==> config.mk <==
export PLATFORM = sky130hd
export DESIGN_NAME = dbg_session_seq
export DESIGN_NICKNAME = d
export VERILOG_FILES = /design/src/rtl/dbg_seq_pkg.sv /design/src/rtl/dbg_seq_sync.sv /design/src/rtl/dbg_seq_delay.sv /design/src/rtl/dbg_seq_replybuf.sv /design/src/rtl/dbg_session_seq.sv
export SDC_FILE = /design/constraint.sdc
export NUM_CORES = 1
export LEC_CHECK = 0
export BUFFER_PORTS_ARGS = -buffer_cell sky130_fd_sc_hd__buf_2
export CAP_MARGIN = 20
export CORE_ASPECT_RATIO = 1.5
export CORE_MARGIN = 3
export CORE_UTILIZATION = 61
export DETAILED_ROUTE_END_ITERATION = 16
export GPL_TIMING_DRIVEN = 0
export PLACE_DENSITY = 0.86
export SYNTH_ARGS = -nofsm -noshare
export SYNTH_HDL_FRONTEND = slang
export SYNTH_SLANG_ARGS = --single-unit
==> constraint.sdc <==
create_clock -name clk -period 3.3 [get_ports clk]
set_input_delay 0.495 -clock clk [delete_from_list [all_inputs] [get_ports clk]]
set_output_delay 0.495 -clock clk [all_outputs]
set_load 0.01 [all_outputs]
==> src/rtl/dbg_seq_pkg.sv <==
package dbg_seq_pkg;

  typedef enum logic [2:0] {
    ST_IDLE,
    ST_WAKE,
    ST_RELEASE,
    ST_GUARD_A,
    ST_SEND_REQ,
    ST_COLLECT,
    ST_GUARD_B,
    ST_SEND_OFF
  } seq_state_e;

  localparam logic [7:0] SYNC_BYTE     = 8'h55;
  localparam logic [7:0] INFO_OPCODE   = 8'hE5;
  localparam logic [7:0] STORE_OPCODE  = 8'hC0;
  localparam int         CTRL_REG_ADDR = 3;
  localparam int         OFF_BIT       = 2;

  // script layout: request occupies 0..1, shutdown occupies 2..4
  localparam logic [2:0] REQ_FIRST = 3'd0;
  localparam logic [2:0] REQ_LAST  = 3'd1;
  localparam logic [2:0] OFF_LAST  = 3'd4;

  function automatic logic [7:0] script_byte(input logic [2:0] idx);
    logic [7:0] b;
    case (idx)
      3'd0, 3'd2: b = SYNC_BYTE;
      3'd1:       b = INFO_OPCODE;
      3'd3:       b = STORE_OPCODE | 8'(CTRL_REG_ADDR);
      3'd4:       b = 8'(1 << OFF_BIT);
      default:    b = 8'h00;
    endcase
    return b;
  endfunction

endpackage

==> src/rtl/dbg_seq_sync.sv <==
module dbg_seq_sync #(
  parameter int STAGES = 2
) (
  input  logic clk,
  input  logic rst_n,
  input  logic d,
  output logic q
);
  logic [STAGES-1:0] sh;

  generate
    if (STAGES == 1) begin : g_single
      always_ff @(posedge clk or negedge rst_n) begin
        if (!rst_n) sh <= '0;
        else        sh <= d;
      end
    end else begin : g_chain
      always_ff @(posedge clk or negedge rst_n) begin
        if (!rst_n) sh <= '0;
        else        sh <= {sh[STAGES-2:0], d};
      end
    end
  endgenerate

  assign q = sh[STAGES-1];
endmodule

==> src/rtl/dbg_seq_delay.sv <==
module dbg_seq_delay #(
  parameter int W = 16
) (
  input  logic         clk,
  input  logic         rst_n,
  input  logic         load,
  input  logic [W-1:0] load_val,
  output logic         expired
);
  logic [W-1:0] cnt_q;

  always_ff @(posedge clk or negedge rst_n) begin
    if (!rst_n)             cnt_q <= '0;
    else if (load)          cnt_q <= load_val;
    else if (cnt_q != '0)   cnt_q <= cnt_q - 1'b1;
  end

  assign expired = (cnt_q == '0);

  AST_CNT_FALLS: assert property (@(posedge clk) disable iff (!rst_n)
    !$past(load) && $past(cnt_q) != '0 |-> cnt_q == $past(cnt_q) - 1'b1);
endmodule

==> src/rtl/dbg_seq_replybuf.sv <==
module dbg_seq_replybuf #(
  parameter int W = 8
) (
  input  logic         clk,
  input  logic         rst_n,
  input  logic         in_valid,
  output logic         in_ready,
  input  logic [W-1:0] in_data,
  output logic         out_valid,
  input  logic         out_ready,
  output logic [W-1:0] out_data
);
  logic         full_q;
  logic [W-1:0] data_q;
  logic         in_fire;

  assign in_ready  = !full_q || out_ready;
  assign in_fire   = in_valid && in_ready;
  assign out_valid = full_q;
  assign out_data  = data_q;

  always_ff @(posedge clk or negedge rst_n) begin
    if (!rst_n) begin
      full_q <= 1'b0;
      data_q <= '0;
    end else begin
      if (in_fire)        full_q <= 1'b1;
      else if (out_ready) full_q <= 1'b0;
      if (in_fire)        data_q <= in_data;
    end
  end

  AST_INFO_STABLE: assert property (@(posedge clk) disable iff (!rst_n)
    out_valid && !out_ready |=> out_valid && $stable(out_data));
endmodule

==> src/rtl/dbg_session_seq.sv <==
module dbg_session_seq
  import dbg_seq_pkg::*;
#(
  parameter int CLK_HZ      = 200_000_000,
  parameter int WAKE_NS     = 500,
  parameter int GUARD_US    = 100,
  parameter int REPLY_COUNT = 16,
  parameter int TIMEOUT_CYC = 2_000_000,
  parameter int SYNC_STAGES = 2
) (
  input  logic       clk,
  input  logic       rst_n,
  input  logic       start,
  input  logic       line_in,
  output logic       wake_drive,
  output logic       tx_valid,
  input  logic       tx_ready,
  output logic [7:0] tx_data,
  input  logic       rx_valid,
  output logic       rx_ready,
  input  logic [7:0] rx_data,
  output logic       info_valid,
  input  logic       info_ready,
  output logic [7:0] info_data,
  output logic       done,
  output logic       err
);
  localparam int WAKE_RAW  = (CLK_HZ / 1000 * WAKE_NS + 500_000) / 1_000_000;
  localparam int GUARD_RAW = (CLK_HZ / 1000 * GUARD_US + 500) / 1000;
  localparam int WAKE_CYC  = (WAKE_RAW < 1) ? 1 : WAKE_RAW;
  localparam int GUARD_CYC = (GUARD_RAW < 1) ? 1 : GUARD_RAW;
  localparam int TOUT_CYC  = (TIMEOUT_CYC < 1) ? 1 : TIMEOUT_CYC;
  localparam int MAX_A     = (WAKE_CYC > GUARD_CYC) ? WAKE_CYC : GUARD_CYC;
  localparam int MAX_LOAD  = (MAX_A > TOUT_CYC) ? MAX_A : TOUT_CYC;
  localparam int CNT_W     = $clog2(MAX_LOAD + 1);
  localparam int RX_W      = $clog2(REPLY_COUNT + 1);
  localparam int SET_W     = $clog2(SYNC_STAGES + 1);

  seq_state_e        state_q, state_d;
  logic [2:0]        idx_q, idx_d;
  logic [RX_W-1:0]   rxcnt_q, rxcnt_d;
  logic [SET_W-1:0]  settle_q, settle_d;
  logic              load;
  logic [CNT_W-1:0]  load_val;
  logic              tmr_exp;
  logic              line_s;
  logic              finish, fail;
  logic              done_q, err_q;
  logic              collecting, buf_in_ready, rx_fire;

  dbg_seq_sync #(.STAGES(SYNC_STAGES)) u_sync (
    .clk(clk), .rst_n(rst_n), .d(line_in), .q(line_s)
  );

  dbg_seq_delay #(.W(CNT_W)) u_delay (
    .clk(clk), .rst_n(rst_n), .load(load), .load_val(load_val), .expired(tmr_exp)
  );

  assign collecting = (state_q == ST_COLLECT);
  assign rx_ready   = collecting && buf_in_ready;
  assign rx_fire    = rx_valid && rx_ready;

  dbg_seq_replybuf #(.W(8)) u_buf (
    .clk(clk), .rst_n(rst_n),
    .in_valid(rx_valid && collecting), .in_ready(buf_in_ready), .in_data(rx_data),
    .out_valid(info_valid), .out_ready(info_ready), .out_data(info_data)
  );

  always_comb begin
    state_d  = state_q;
    idx_d    = idx_q;
    rxcnt_d  = rxcnt_q;
    settle_d = settle_q;
    load     = 1'b0;
    load_val = '0;
    finish   = 1'b0;
    fail     = 1'b0;
    case (state_q)
      ST_IDLE: if (start) begin
        state_d  = ST_WAKE;
        load     = 1'b1;
        load_val = CNT_W'(WAKE_CYC - 1);
      end
      ST_WAKE: if (tmr_exp) begin
        state_d  = ST_RELEASE;
        settle_d = '0;
        load     = 1'b1;
        load_val = CNT_W'(TOUT_CYC - 1);
      end
      ST_RELEASE: begin
        if (settle_q != SET_W'(SYNC_STAGES)) settle_d = settle_q + 1'b1;
        if (settle_q == SET_W'(SYNC_STAGES) && line_s) begin
          state_d  = ST_GUARD_A;
          load     = 1'b1;
          load_val = CNT_W'(GUARD_CYC - 1);
        end else if (tmr_exp) begin
          state_d = ST_IDLE;
          fail    = 1'b1;
        end
      end
      ST_GUARD_A: if (tmr_exp) begin
        state_d = ST_SEND_REQ;
        idx_d   = REQ_FIRST;
      end
      ST_SEND_REQ: if (tx_ready) begin
        idx_d = idx_q + 1'b1;
        if (idx_q == REQ_LAST) begin
          state_d  = ST_COLLECT;
          rxcnt_d  = '0;
          load     = 1'b1;
          load_val = CNT_W'(TOUT_CYC - 1);
        end
      end
      ST_COLLECT: begin
        if (rx_fire) begin
          rxcnt_d = rxcnt_q + 1'b1;
          if (rxcnt_q == RX_W'(REPLY_COUNT - 1)) begin
            state_d  = ST_GUARD_B;
            load     = 1'b1;
            load_val = CNT_W'(GUARD_CYC - 1);
          end
        end else if (tmr_exp) begin
          state_d = ST_IDLE;
          fail    = 1'b1;
        end
      end
      ST_GUARD_B: if (tmr_exp) state_d = ST_SEND_OFF;
      ST_SEND_OFF: if (tx_ready) begin
        idx_d = idx_q + 1'b1;
        if (idx_q == OFF_LAST) begin
          state_d = ST_IDLE;
          finish  = 1'b1;
        end
      end
      default: state_d = ST_IDLE;
    endcase
  end

  always_ff @(posedge clk or negedge rst_n) begin
    if (!rst_n) begin
      state_q  <= ST_IDLE;
      idx_q    <= '0;
      rxcnt_q  <= '0;
      settle_q <= '0;
      done_q   <= 1'b0;
      err_q    <= 1'b0;
    end else begin
      state_q  <= state_d;
      idx_q    <= idx_d;
      rxcnt_q  <= rxcnt_d;
      settle_q <= settle_d;
      if (state_q == ST_IDLE && start) begin
        done_q <= 1'b0;
        err_q  <= 1'b0;
      end
      if (finish) done_q <= 1'b1;
      if (fail)   err_q  <= 1'b1;
    end
  end

  assign wake_drive = (state_q == ST_WAKE);
  assign tx_valid   = (state_q == ST_SEND_REQ) || (state_q == ST_SEND_OFF);
  assign tx_data    = script_byte(idx_q);
  assign done       = done_q;
  assign err        = err_q;

  AST_WAKE_AFTER_START: assert property (@(posedge clk) disable iff (!rst_n)
    $rose(wake_drive) |-> $past(start));
  AST_QUIET_DURING_WAKE: assert property (@(posedge clk) disable iff (!rst_n)
    wake_drive |-> !tx_valid && !rx_ready);
  AST_FIRST_BYTE_SYNC: assert property (@(posedge clk) disable iff (!rst_n)
    $rose(tx_valid) |-> tx_data == SYNC_BYTE);
  AST_DONE_ERR_EXCL: assert property (@(posedge clk) disable iff (!rst_n)
    !(done && err));
  AST_TX_STABLE: assert property (@(posedge clk) disable iff (!rst_n)
    tx_valid && !tx_ready |=> tx_valid && $stable(tx_data));
endmodule

### Yosys cells after proc, flatten, opt, wreduce, memory -nomap -nowiden

Index checks and enable logic that the tools add are counted.

| cells by class | value |
|---|---|
| add/sub/neg operators | 4 |
| multiply operators | 0 |
| divide/modulo/power cells | 0 |
| $lt $le $gt $ge | 0 |
| eq/ne operators | 26 |
| shift operators | 0 |
| mux-type cells | 53 |
| bitwise gates (word level) | 0 |
| reductions and logical operators | 26 |

Operators by type and width:

| cell | number |
|---|---|
| two-way mux 21 bit | 5 |
| one-hot mux 21 bit (5 select lines) | 1 |
| two-way mux 15 bit | 3 |
| two-way mux 3 bit | 14 |
| one-hot mux 8 bit (4 select lines) | 1 |
| one-hot mux 3 bit (8 select lines) | 1 |
| zero test 21 bit | 1 |
| nonzero test 21 bit | 1 |
| subtractor 21 x 1 -> 21 bit (second input constant) | 1 |
| != test 2 bit (second input constant) | 9 |
| two-way mux 1 bit | 17 |
| == test 3 bit (second input constant) | 5 |
| two-way mux 5 bit | 3 |
| nonzero test 2 bit | 7 |
| == test 3 x 2 -> 1 bit (second input constant) | 4 |
| one-hot mux 5 bit (2 select lines) | 1 |
| AND reduction 9 bit | 1 |
| two-way mux 7 bit | 1 |
| == test 3 x 1 -> 1 bit (second input constant) | 2 |
| logical AND 1 bit | 6 |
| zero test 3 bit | 2 |
| != test 2 x 1 -> 1 bit (second input constant) | 3 |
| one-hot mux 3 bit (2 select lines) | 1 |
| AND reduction 3 bit | 2 |
| 14 further kinds | 17 |

| word-level totals | value |
|---|---|
| bits in registers | 47 |
| bits in latches | 0 |
| memory bits (writable) | 0 |
| bits in read-only memories | 0 |
| input bits | 15 |
| output and inout bits | 22 |
| memories | 0 |

### Logic depth before layout (Yosys ltp)

Gate-level depths: netlist of run 1.

| depth | value |
|---|---|
| depth in word-level cells | 7 |
| mapped depth | 9 |
| depth with buffers taken out | 7 |

### Cells and area by module

Synthesis of run 1 repeated with hierarchy kept, for this count alone.

| second synthesis, totals | value |
|---|---|
| cells, all modules | 281 |
| area total of the unflattened synthesis | 2,900.3 um^2 |

By module, submodules not included:

| module | instances | cells each | area each (um^2) |
|---|---|---|---|
| dbg_seq_delay | 1 | 129 | 1,297.5 |
| dbg_session_seq | 1 | 130 | 1,167.4 |
| dbg_seq_replybuf | 1 | 20 | 385.4 |
| dbg_seq_sync | 1 | 2 | 50.0 |

### Worst setup path before layout of run 1

No wires, ideal clock.

| path | value |
|---|---|
| path kind | register to output |
| start point | register idx_q[0] |
| end point | output tx_data[6] |
| arrival | 1.670 ns |
| data required time | 2.805 ns |
| path slack | 1.135 ns |
| stages on the path, launching flop included | 7 |
| cells stage by stage | dfrtp_1 > inv_1 > nor2_1 > a2bb2oi_1 > o21a_1 > or3_1 > buf_4 |

| between the ends | value |
|---|---|
| word-level cells in the longest chain between the ends | 3 |
| elaborated cells on any way between the ends | 7 |
| classes of those cells | 4 x eq/ne; 1 x mux; 2 x reduce/logical |

Ends and longest elaborated chain:

| element | line | RTL |
|---|---|---|
| start: declaration | dbg_session_seq.sv:40 | `logic [2:0] idx_q, idx_d;` |
| start signal: assignment | dbg_session_seq.sv:149 | `idx_q <= idx_d;` |
| == test 3 x 2 -> 1 bit or zero test 3 bit (tied branches) | dbg_seq_pkg.sv:27 | `case (idx)` |
| OR reduction 2 bit | dbg_seq_pkg.sv:27 |  |
| one-hot mux 8 bit (4 select lines) (*) | dbg_seq_pkg.sv:27 |  |
| end: declaration | dbg_session_seq.sv:18 | `output logic [7:0] tx_data,` |

Mark *: on every way between the ends. The rest lies on a longest branch, timed or not.

### Worst setup path in the final report of run 1

Ends and elaborated chain as after synthesis.

==> results.py, run 1 <==
metrics = {
    "detailed_routing": {
        "vias_post_dr": 2104,
        "post_drt_via_cell_ratio": 5.94,
        "drcViolationCount": 0,
        "detailedRoute.firstPassIterationCount": 4,
        "antenna_violating_nets_post_route": 0,
        "detail_route.wl_per_cell_um": 15.5,
        "detail_route.iter0.violations": 97,
        "routed_wirelength_um": 5480,
    },
    "critical_path": {
        "worstSetupPathType": "flip-flop to primary output",
        "critical_path_launch_point": "idx_q[0]$_DFFE_PN0P_",
        "critPathArrivalTime_ns": 2.00,
        "critical_path_maximum_fanout": 6,
        "critical_path.top_delay_family": "flip-flops",
        "ff2ff_path_depth": 6,
        "critPathCapture": "tx_data[6]",
        "worst_ep_required_time_ns": 2.80,
        "timing.critical_path.to_type": "primary output",
        "beginning_of_the_worst_register_to_register_path": "state_q[0]$_DFFE_PN0P_",
        "cp_num_buf_inv": 3,
        "critical_path_depth": 7,
        "regToRegEndpoint": "u_delay.cnt_q[12]$_DFFE_PN0P_",
        "crit_path_top_delay_cell": "sky130_fd_sc_hd__dfrtp_1",
        "worst-r2r-setup-slack_ns": 0.84,
        "crit_path_start_kind": "flip-flop",
        "cp_cell_sequence": "inv_1, ha_1, a2bb2oi_1, o21a_1, or3_1, buf_4, buf_2",
        "max_incr_delay_on_cp_ns": 0.45,
    },
    "status": {
        "run_status": "complete, no violations",
    },
    "logic_synthesis": {
        "number_of_distinct_library_cell_variants_in_the_gate_level_netlist_after_synthesis": 51,
        "synthXorXnorAreaFrac": 0.0526,
        "avgSynthCellArea_um2": 9.32,
        "seq_area_frac_synth": 0.471,
        "synth_area_leader_cell": "sky130_fd_sc_hd__dfrtp_1",
        "largest_family_of_logic_cells_by_synthesized_area": "simple AND/OR/NAND/NOR gates",
        "netlist_top_cells_area": "sky130_fd_sc_hd__dfrtp_1 (47%), sky130_fd_sc_hd__nand2_1 (7.1%), sky130_fd_sc_hd__ha_1 (4.0%)",
        "most_frequent_cells_after_synthesis": "sky130_fd_sc_hd__dfrtp_1 (47), sky130_fd_sc_hd__nand2_1 (47), sky130_fd_sc_hd__o21ai_0 (18)",
        "synth-edff-count": 0,
        "post_synthesis_share_of_cell_area_spent_on_and_or_nand_and_nor_gates": 0.258,
        "post-synth-top-area-fraction": 0.471,
        "dominantRegCellSynth": "sky130_fd_sc_hd__dfrtp_1",
        "postSynthCellCount": 268,
        "synthAdderAreaFrac": 0.0401,
        "flip_flop_and_latch_count_after_synthesis": 47,
        "mappedNetlistArea_um2": 2500,
        "synth_fp_nets": 291,
        "async_s_r_ff_share_synth": 1.00,
        "synth-compound-area-share": 0.128,
        "yosysWarnings": 0,
        "yosys-mux-area-fraction": 0.0120,
    },
    "power_and_ir_drop": {
        "max-vdd-ir-drop_mv": 0.644,
        "p_total_mw": 2.27,
        "power_density_nw_per_um2": 796,
        "cellLeakagePower_nw": 1.42,
    },
    "global_route": {
        "overflow": 0,
        "grt_pass1_vias": 2145,
        "antenna_violations_before_repair": 0,
        "grt_start_max_net_pins": 48,
        "grtUsageTotal": 0.247,
        "grt_pass1_wl_um": 9550,
    },
    "hold_path": {
        "min-delay-path-class": "primary input to async pin",
    },
    "floorplanning": {
        "fp.dieArea_um2": 4920,
        "initial_cell_density_of_the_core": 0.655,
        "floorplan.die.width_um": 58.3,
        "boundaryPins": 37,
        "num_rows": 27,
        "dieHeight_um": 84.4,
        "core_area_um2": 3820,
    },
    "place": {
        "last_weighted_congestion_value_of_the_routability_driven_placer": 0.808,
        "dp_hpwl_um": 3920,
        "placed_cell_area_um2": 2730,
        "placement.io_buffers": 35,
    },
    "clocking": {
        "cts_tree": "done",
        "cts-hold-fix-buffers": 0,
        "postCtsResizedCells": 0,
        "cts-root-to-sink-buffers": 2,
        "numCtsBuffers": 5,
        "htree_num_levels": 2,
        "post_cts_repair_timing_setup_buffer_count": 0,
        "clock_pin_slew_of_the_registers_on_the_worst_case_setup_and_hold_paths_ns": 0.08,
        "clock_insertion_delay_worst_skew_ns": 0.30,
        "ctsRootBufferMaster": "sky130_fd_sc_hd__clkbuf_8",
        "clock_sink_count": 47,
    },
    "final_layout": {
        "register_area_um2": 1180,
        "layout.filler_cells": 299,
        "num-nets-final": 334,
        "antenna_cells": 0,
        "design_area_um2": 2850,
        "drive_gt1_frac": 0.170,
        "area_of_the_multi_input_gates_um2": 1230,
        "synthToLayoutAreaGrowth_pct": 14.1,
    },
    "sta": {
        "setup-tns-final_ns": 0,
        "timing.final.setup_violations": 0,
        "setup_skew_after_layout_ns": 0.00719,
        "achievable-frequency_mhz": 401,
        "tightest_slew_ns": 0.820,
        "hold_viol_final": 0,
        "final_max_slew_viol_count": 0,
        "final.period_utilization": 0.755,
        "timing.hold.ws_ns": 0.137,
        "rsz_0062_raised_after_global_routing": "false",
        "slew_headroom": 0.454,
        "post-route-min-period_ns": 2.49,
    },
    "job": {
        "timing.max_cap.violations": 0,
    },
}
==> routing by layer <==
metal	GRT usage	up-vias	part of all wire
li1	-	1021	-
met1	0.293	1010	0.39
met2	0.431	62	0.55
met3	0.0369	11	0.043
met4	0.108	0	0.021
met5	0	-	0
==> area by class of cell <==
| type | instances | area share |
|---|---|---|
| tap | 43 | 0.0189 |
| multi-input combinational | 201 | 0.432 |
| clock inverter | 1 | 0.0105 |
| inverter | 10 | 0.0132 |
| buffer | 10 | 0.0193 |
| sequential | 47 | 0.413 |
| clock buffer | 6 | 0.0255 |
| timing repair buffer | 36 | 0.0685 |
==> registers in the layout, summed over array words and instances (netlist names) <==
name	flops
done	1
err	1
idx_q	3
rxcnt_q	5
settle_q	2
state_q	3
u_buf.out_data	8
u_buf.out_valid	1
u_delay.cnt_q	21
u_sync.sh	2
==> worst register-to-register path, delay by kind of cell (launching register included) <==
family	cells	cell delay [ns]
flip-flops	1	0.37
AND/OR/NAND/NOR	4	1.19
AO/OA/AOI/OAI	1	0.63
buffers and inverters	1	0.19
==> where the power goes <==
part | internal [mW] | switching (mW) | total [mW]
combinational | 0.406 | 0.438 | 0.844
sequential | 0.792 | 0.230 | 1.02
clock | 0.222 | 0.181 | 0.403
total | 1.42 | 0.848 | 2.27
==> cell families after synthesis <==
group	count (synthesis)
AND/OR/NAND/NOR	123
AO/OA/AOI/OAI	51
flip-flops	47
buffers and inverters	20
XOR/XNOR	15
adder cells (fa/ha/maj)	8
multiplexers	3
other	1
==> per-stage QoR <==
stage                     cells   util  worst slack (ns)
after floorplan             268      -              1.14
after global placement      346  0.715             0.980
after detailed placement    346  0.715             0.930
after CTS                   353  0.741             0.793
after global routing        354  0.747             0.578
final                       354  0.747             0.807
==> placed cells by master, fill, tap and decap left out, drive strengths merged, types with 4 or more instances in the layout <==
master / Yosys / layout
a21oi: 7 / 7
a31oi: 5 / 5
and2: 5 / 5
buf: 5 / 41
clkbuf: 5 / 11
dfrtp: 47 / 47
ha: 8 / 8
inv: 10 / 10
nand2: 48 / 48
nand3: 12 / 12
nor2: 13 / 13
nor3: 12 / 12
nor4: 4 / 4
o21ai: 20 / 20
or3: 5 / 5
xnor2: 9 / 9
xor2: 6 / 6
==> worst min-delay path by stage <==
stage                                      start                            to  cells past startpoint
after floorplan                            rst_n              done$_DFFE_PN0P_                      0
after global placement    u_sync.sh[0]$_DFF_PN0_        u_sync.sh[1]$_DFF_PN0_                      0
after detailed placement  u_sync.sh[0]$_DFF_PN0_        u_sync.sh[1]$_DFF_PN0_                      0
after CTS                                line_in        u_sync.sh[0]$_DFF_PN0_                      1
after global routing                       rst_n       settle_q[1]$_DFFE_PN0P_                      1
final                                      rst_n  u_delay.cnt_q[2]$_DFFE_PN0P_                      1
(Power assumes the default switching activity.)
==> run 2: changes to the inputs <==
--- a/config.mk
+++ b/config.mk
@@ -5,14 +5,15 @@
 export SDC_FILE = /design/constraint.sdc
 export NUM_CORES = 1
 export LEC_CHECK = 0
+export ABC_AREA = 1
 export BUFFER_PORTS_ARGS = -buffer_cell sky130_fd_sc_hd__buf_2
 export CAP_MARGIN = 20
 export CORE_ASPECT_RATIO = 1.5
 export CORE_MARGIN = 3
-export CORE_UTILIZATION = 61
+export CORE_UTILIZATION = 52
 export DETAILED_ROUTE_END_ITERATION = 16
 export GPL_TIMING_DRIVEN = 0
-export PLACE_DENSITY = 0.86
+export PLACE_DENSITY = 0.77
 export SYNTH_ARGS = -nofsm -noshare
 export SYNTH_HDL_FRONTEND = slang
 export SYNTH_SLANG_ARGS = --single-unit
==> constraint.sdc (replaced) <==
create_clock -name clk -period 2.2 [get_ports clk]
set_input_delay 0.33 -clock clk [delete_from_list [all_inputs] [get_ports clk]]
set_output_delay 0.33 -clock clk [all_outputs]
set_load 0.01 [all_outputs]
==> run 2 against run 1 <==
  * Synthesized cell count increased by 28%
  * Sequential cell count unchanged
  * Global-route usage down 4.8 points
  * Setup slack worse by 0.72 ns
  * Non-clock buffer count down 2
  * Clock skew shrank 0.0016 ns
  * Utilization fell by 12 points
  * Critical endpoint unchanged
  * Highest routed layer unchanged
==> results.py, run 2 <==
metrics = {
    "logic_synthesis": {
        "async_s_r_ff_share_synth": 1.00,
        "number_of_distinct_library_cell_variants_in_the_gate_level_netlist_after_synthesis": 37,
        "mappedNetlistArea_um2": 2840,
        "yosysWarnings": 0,
        "dominantRegCellSynth": "sky130_fd_sc_hd__dfrtp_1",
        "postSynthCellCount": 343,
        "avgSynthCellArea_um2": 8.27,
        "synth-compound-area-share": 0.0896,
        "synth-edff-count": 0,
        "synth_fp_nets": 366,
        "netlist_top_cells_area": "sky130_fd_sc_hd__dfrtp_1 (41%), sky130_fd_sc_hd__nand2_1 (11%), sky130_fd_sc_hd__nor2_1 (5.3%)",
        "flip_flop_and_latch_count_after_synthesis": 47,
        "synthXorXnorAreaFrac": 0.0432,
        "post_synthesis_share_of_cell_area_spent_on_and_or_nand_and_nor_gates": 0.348,
        "yosys-mux-area-fraction": 0,
        "synthAdderAreaFrac": 0.0353,
        "post-synth-top-area-fraction": 0.415,
        "largest_family_of_logic_cells_by_synthesized_area": "simple AND/OR/NAND/NOR gates",
        "most_frequent_cells_after_synthesis": "sky130_fd_sc_hd__nand2_1 (81), sky130_fd_sc_hd__dfrtp_1 (47), sky130_fd_sc_hd__nor2_1 (40)",
        "seq_area_frac_synth": 0.415,
        "yosys.cell_count.top_type": "sky130_fd_sc_hd__nand2_1",
        "synth_area_leader_cell": "sky130_fd_sc_hd__dfrtp_1",
    },
    "final_layout": {
        "largest_register_ff_count": 21,
        "layout_common_cells": "sky130_fd_sc_hd__nand2_1 (80), sky130_fd_sc_hd__dfrtp_1 (46), sky130_fd_sc_hd__nor2_1 (39)",
        "fin_cells": 457,
        "final_common_cell": "sky130_fd_sc_hd__nand2_1",
        "antenna_cells": 0,
        "area_of_the_multi_input_gates_um2": 1480,
        "registers.top_by_ff_count": "u_delay.cnt_q",
        "layout.filler_cells": 470,
        "num-nets-final": 411,
        "register_area_um2": 1180,
        "synthToLayoutAreaGrowth_pct": 15.0,
        "drive_gt1_frac": 0.270,
    },
    "clocking": {
        "clock_pin_slew_of_the_registers_on_the_worst_case_setup_and_hold_paths_ns": 0.08,
        "clock_sink_count": 47,
        "htree_num_levels": 2,
        "clock_insertion_delay_worst_skew_ns": 0.30,
        "cts_tree": "done",
        "ctsRootBufferMaster": "sky130_fd_sc_hd__clkbuf_8",
        "cts-root-to-sink-buffers": 2,
        "numCtsBuffers": 5,
    },
    "critical_path": {
        "cp_cell_sequence": "buf_4, inv_1, ha_1, nand2_1, nand2_1, a21oi_2, o21ai_0, buf_4, buf_2",
        "timing.critical_path.to_type": "primary output",
        "critPathCapture": "tx_data[6]",
        "regToRegEndpoint": "state_q[2]$_DFFE_PN0P_",
        "beginning_of_the_worst_register_to_register_path": "u_delay.cnt_q[0]$_DFFE_PN0P_",
        "max_incr_delay_on_cp_ns": 0.41,
        "critical_path_launch_point": "idx_q[0]$_DFFE_PN0P_",
        "worstSetupPathType": "flip-flop to primary output",
        "critical_path_depth": 9,
        "critical_path.top_delay_family": "buffers and inverters",
        "crit_path_start_kind": "flip-flop",
        "worst-r2r-setup-slack_ns": 0.26,
        "cp_num_buf_inv": 4,
        "crit_path_top_delay_cell": "sky130_fd_sc_hd__dfrtp_2",
        "critPathArrivalTime_ns": 1.79,
        "ff2ff_path_depth": 9,
        "critical_path_maximum_fanout": 5,
        "worst_ep_required_time_ns": 1.87,
    },
    "sta": {
        "final.period_utilization": 0.962,
        "post-route-min-period_ns": 2.12,
        "setup_skew_after_layout_ns": 0.00556,
        "timing.hold.ws_ns": 0.143,
        "timing.final.setup_violations": 0,
        "achievable-frequency_mhz": 473,
        "hold_viol_final": 0,
        "final_max_slew_viol_count": 0,
    },
    "place": {
        "last_weighted_congestion_value_of_the_routability_driven_placer": 0.917,
        "dp_hpwl_um": 4460,
        "numPlacedInstances": 446,
        "placement.io_buffers": 35,
    },
    "global_route": {
        "grt_pass1_wl_um": 9830,
        "overflow": 0,
        "antenna_violations_before_repair": 0,
        "grt_start_max_net_pins": 48,
        "grtUsageTotal": 0.199,
        "grt_pass1_vias": 2372,
    },
    "floorplanning": {
        "boundaryPins": 37,
        "fp.dieArea_um2": 6390,
        "core_area_um2": 5200,
        "dieHeight_um": 96.4,
        "num_rows": 32,
        "initial_cell_density_of_the_core": 0.545,
        "floorplan.die.width_um": 66.3,
    },
    "power_and_ir_drop": {
        "p_total_mw": 4.30,
        "cellLeakagePower_nw": 1.71,
        "power_density_nw_per_um2": 1320,
        "max-vdd-ir-drop_mv": 0.855,
    },
    "detailed_routing": {
        "detailedRoute.firstPassIterationCount": 4,
        "drcViolationCount": 0,
        "vias_post_dr": 2348,
        "routed_wirelength_um": 5880,
        "post_drt_via_cell_ratio": 5.14,
        "detail_route.wl_per_cell_um": 12.9,
        "antenna_violating_nets_post_route": 0,
        "detail_route.iter0.violations": 71,
    },
    "hold_path": {
        "hold_path.startpoint": "line_in",
        "min-delay-path-class": "primary input to flip-flop",
    },
    "status": {
        "run_status": "complete, no violations",
    },
    "job": {
        "timing.max_cap.violations": 0,
    },
}
-- run 2: cell count changes after synthesis, sizes merged, moves of 4 or more --
cell | before | now
and2 | 5 | 1
clkbuf | 5 | 0
inv | 10 | 40
nand2 | 48 | 91
nand3 | 12 | 21
nand4 | 3 | 9
nor2 | 13 | 57
nor3 | 12 | 6
nor4 | 4 | 0
o21ai | 20 | 14
o21bai | 0 | 4
o31ai | 2 | 7
or3 | 5 | 0
-- run 2: worst min-delay path by stage --
stage                             end  depth (start not counted)
2_1_floorplan        done$_DFFE_PN0P_                          0
3_3_place_gp   u_sync.sh[1]$_DFF_PN0_                          0
3_5_place_dp   u_sync.sh[1]$_DFF_PN0_                          0
4_1_cts        u_sync.sh[0]$_DFF_PN0_                          1
5_1_grt        u_sync.sh[0]$_DFF_PN0_                          1
6_report       u_sync.sh[0]$_DFF_PN0_                          1
-- run 2: cell families after synthesis --
| group | after synthesis |
|---|---|
| and+or+nand+nor | 187 |
| DFF | 47 |
| buffers and inverters | 46 |
| AOI/OAI and AO/OA | 40 |
| xor gates and xnor gates | 14 |
| adders and majority gates | 8 |
| other | 1 |
-- run 2: per-layer routing --
layer | global-route usage | vias up | wire length (µm)
met5 | 0 | - | 0
met4 | 0.0729 | 0 | 131
met3 | 0.0313 | 12 | 241
met2 | 0.385 | 62 | 3300
met1 | 0.211 | 1081 | 2210
li1 | - | 1193 | -
-- run 2: metrics by stage --
stage / setup slack [ns] / TNS, ns / util / area, µm²
finish: 0.0840 / 0 / 0.626 / 3260
global route: -0.0399 / -0.0399 / 0.626 / 3260
CTS: 0.00761 / 0 / 0.617 / 3210
detailed placement: 0.277 / 0 / 0.595 / 3100
global placement: 0.290 / 0 / 0.595 / 3100
floorplan: 0.332 / 0 / - / 2840
-- run 2: power breakdown --
group          total, mW  leakage (nW)  internal [mW]  switching (mW)
Combinational       2.21          1.05          0.812            1.40
Clock              0.660        0.0612          0.368           0.292
Sequential          1.43         0.600           1.19           0.248
Total               4.30          1.71           2.37            1.94
-- run 2: repair_timing --
action | in CTS | in global routing
gates resized for setup | 0 | 4
hold buffers | 0 | 1
buffers inserted | 0 | 1
hold endpoints to repair | 0 | 16
setup endpoints to repair | 0 | 2
-- run 2: final cells by class --
| class | count | area share |
|---|---|---|
| clock inverters | 2 | 0.0107 |
| clock buffers | 6 | 0.0253 |
| well taps | 68 | 0.0261 |
| inverters | 40 | 0.0468 |
| multi-input cells | 250 | 0.452 |
| plain buffers | 6 | 0.0123 |
| flip-flops and latches | 47 | 0.361 |
| repair buffers | 38 | 0.0652 |
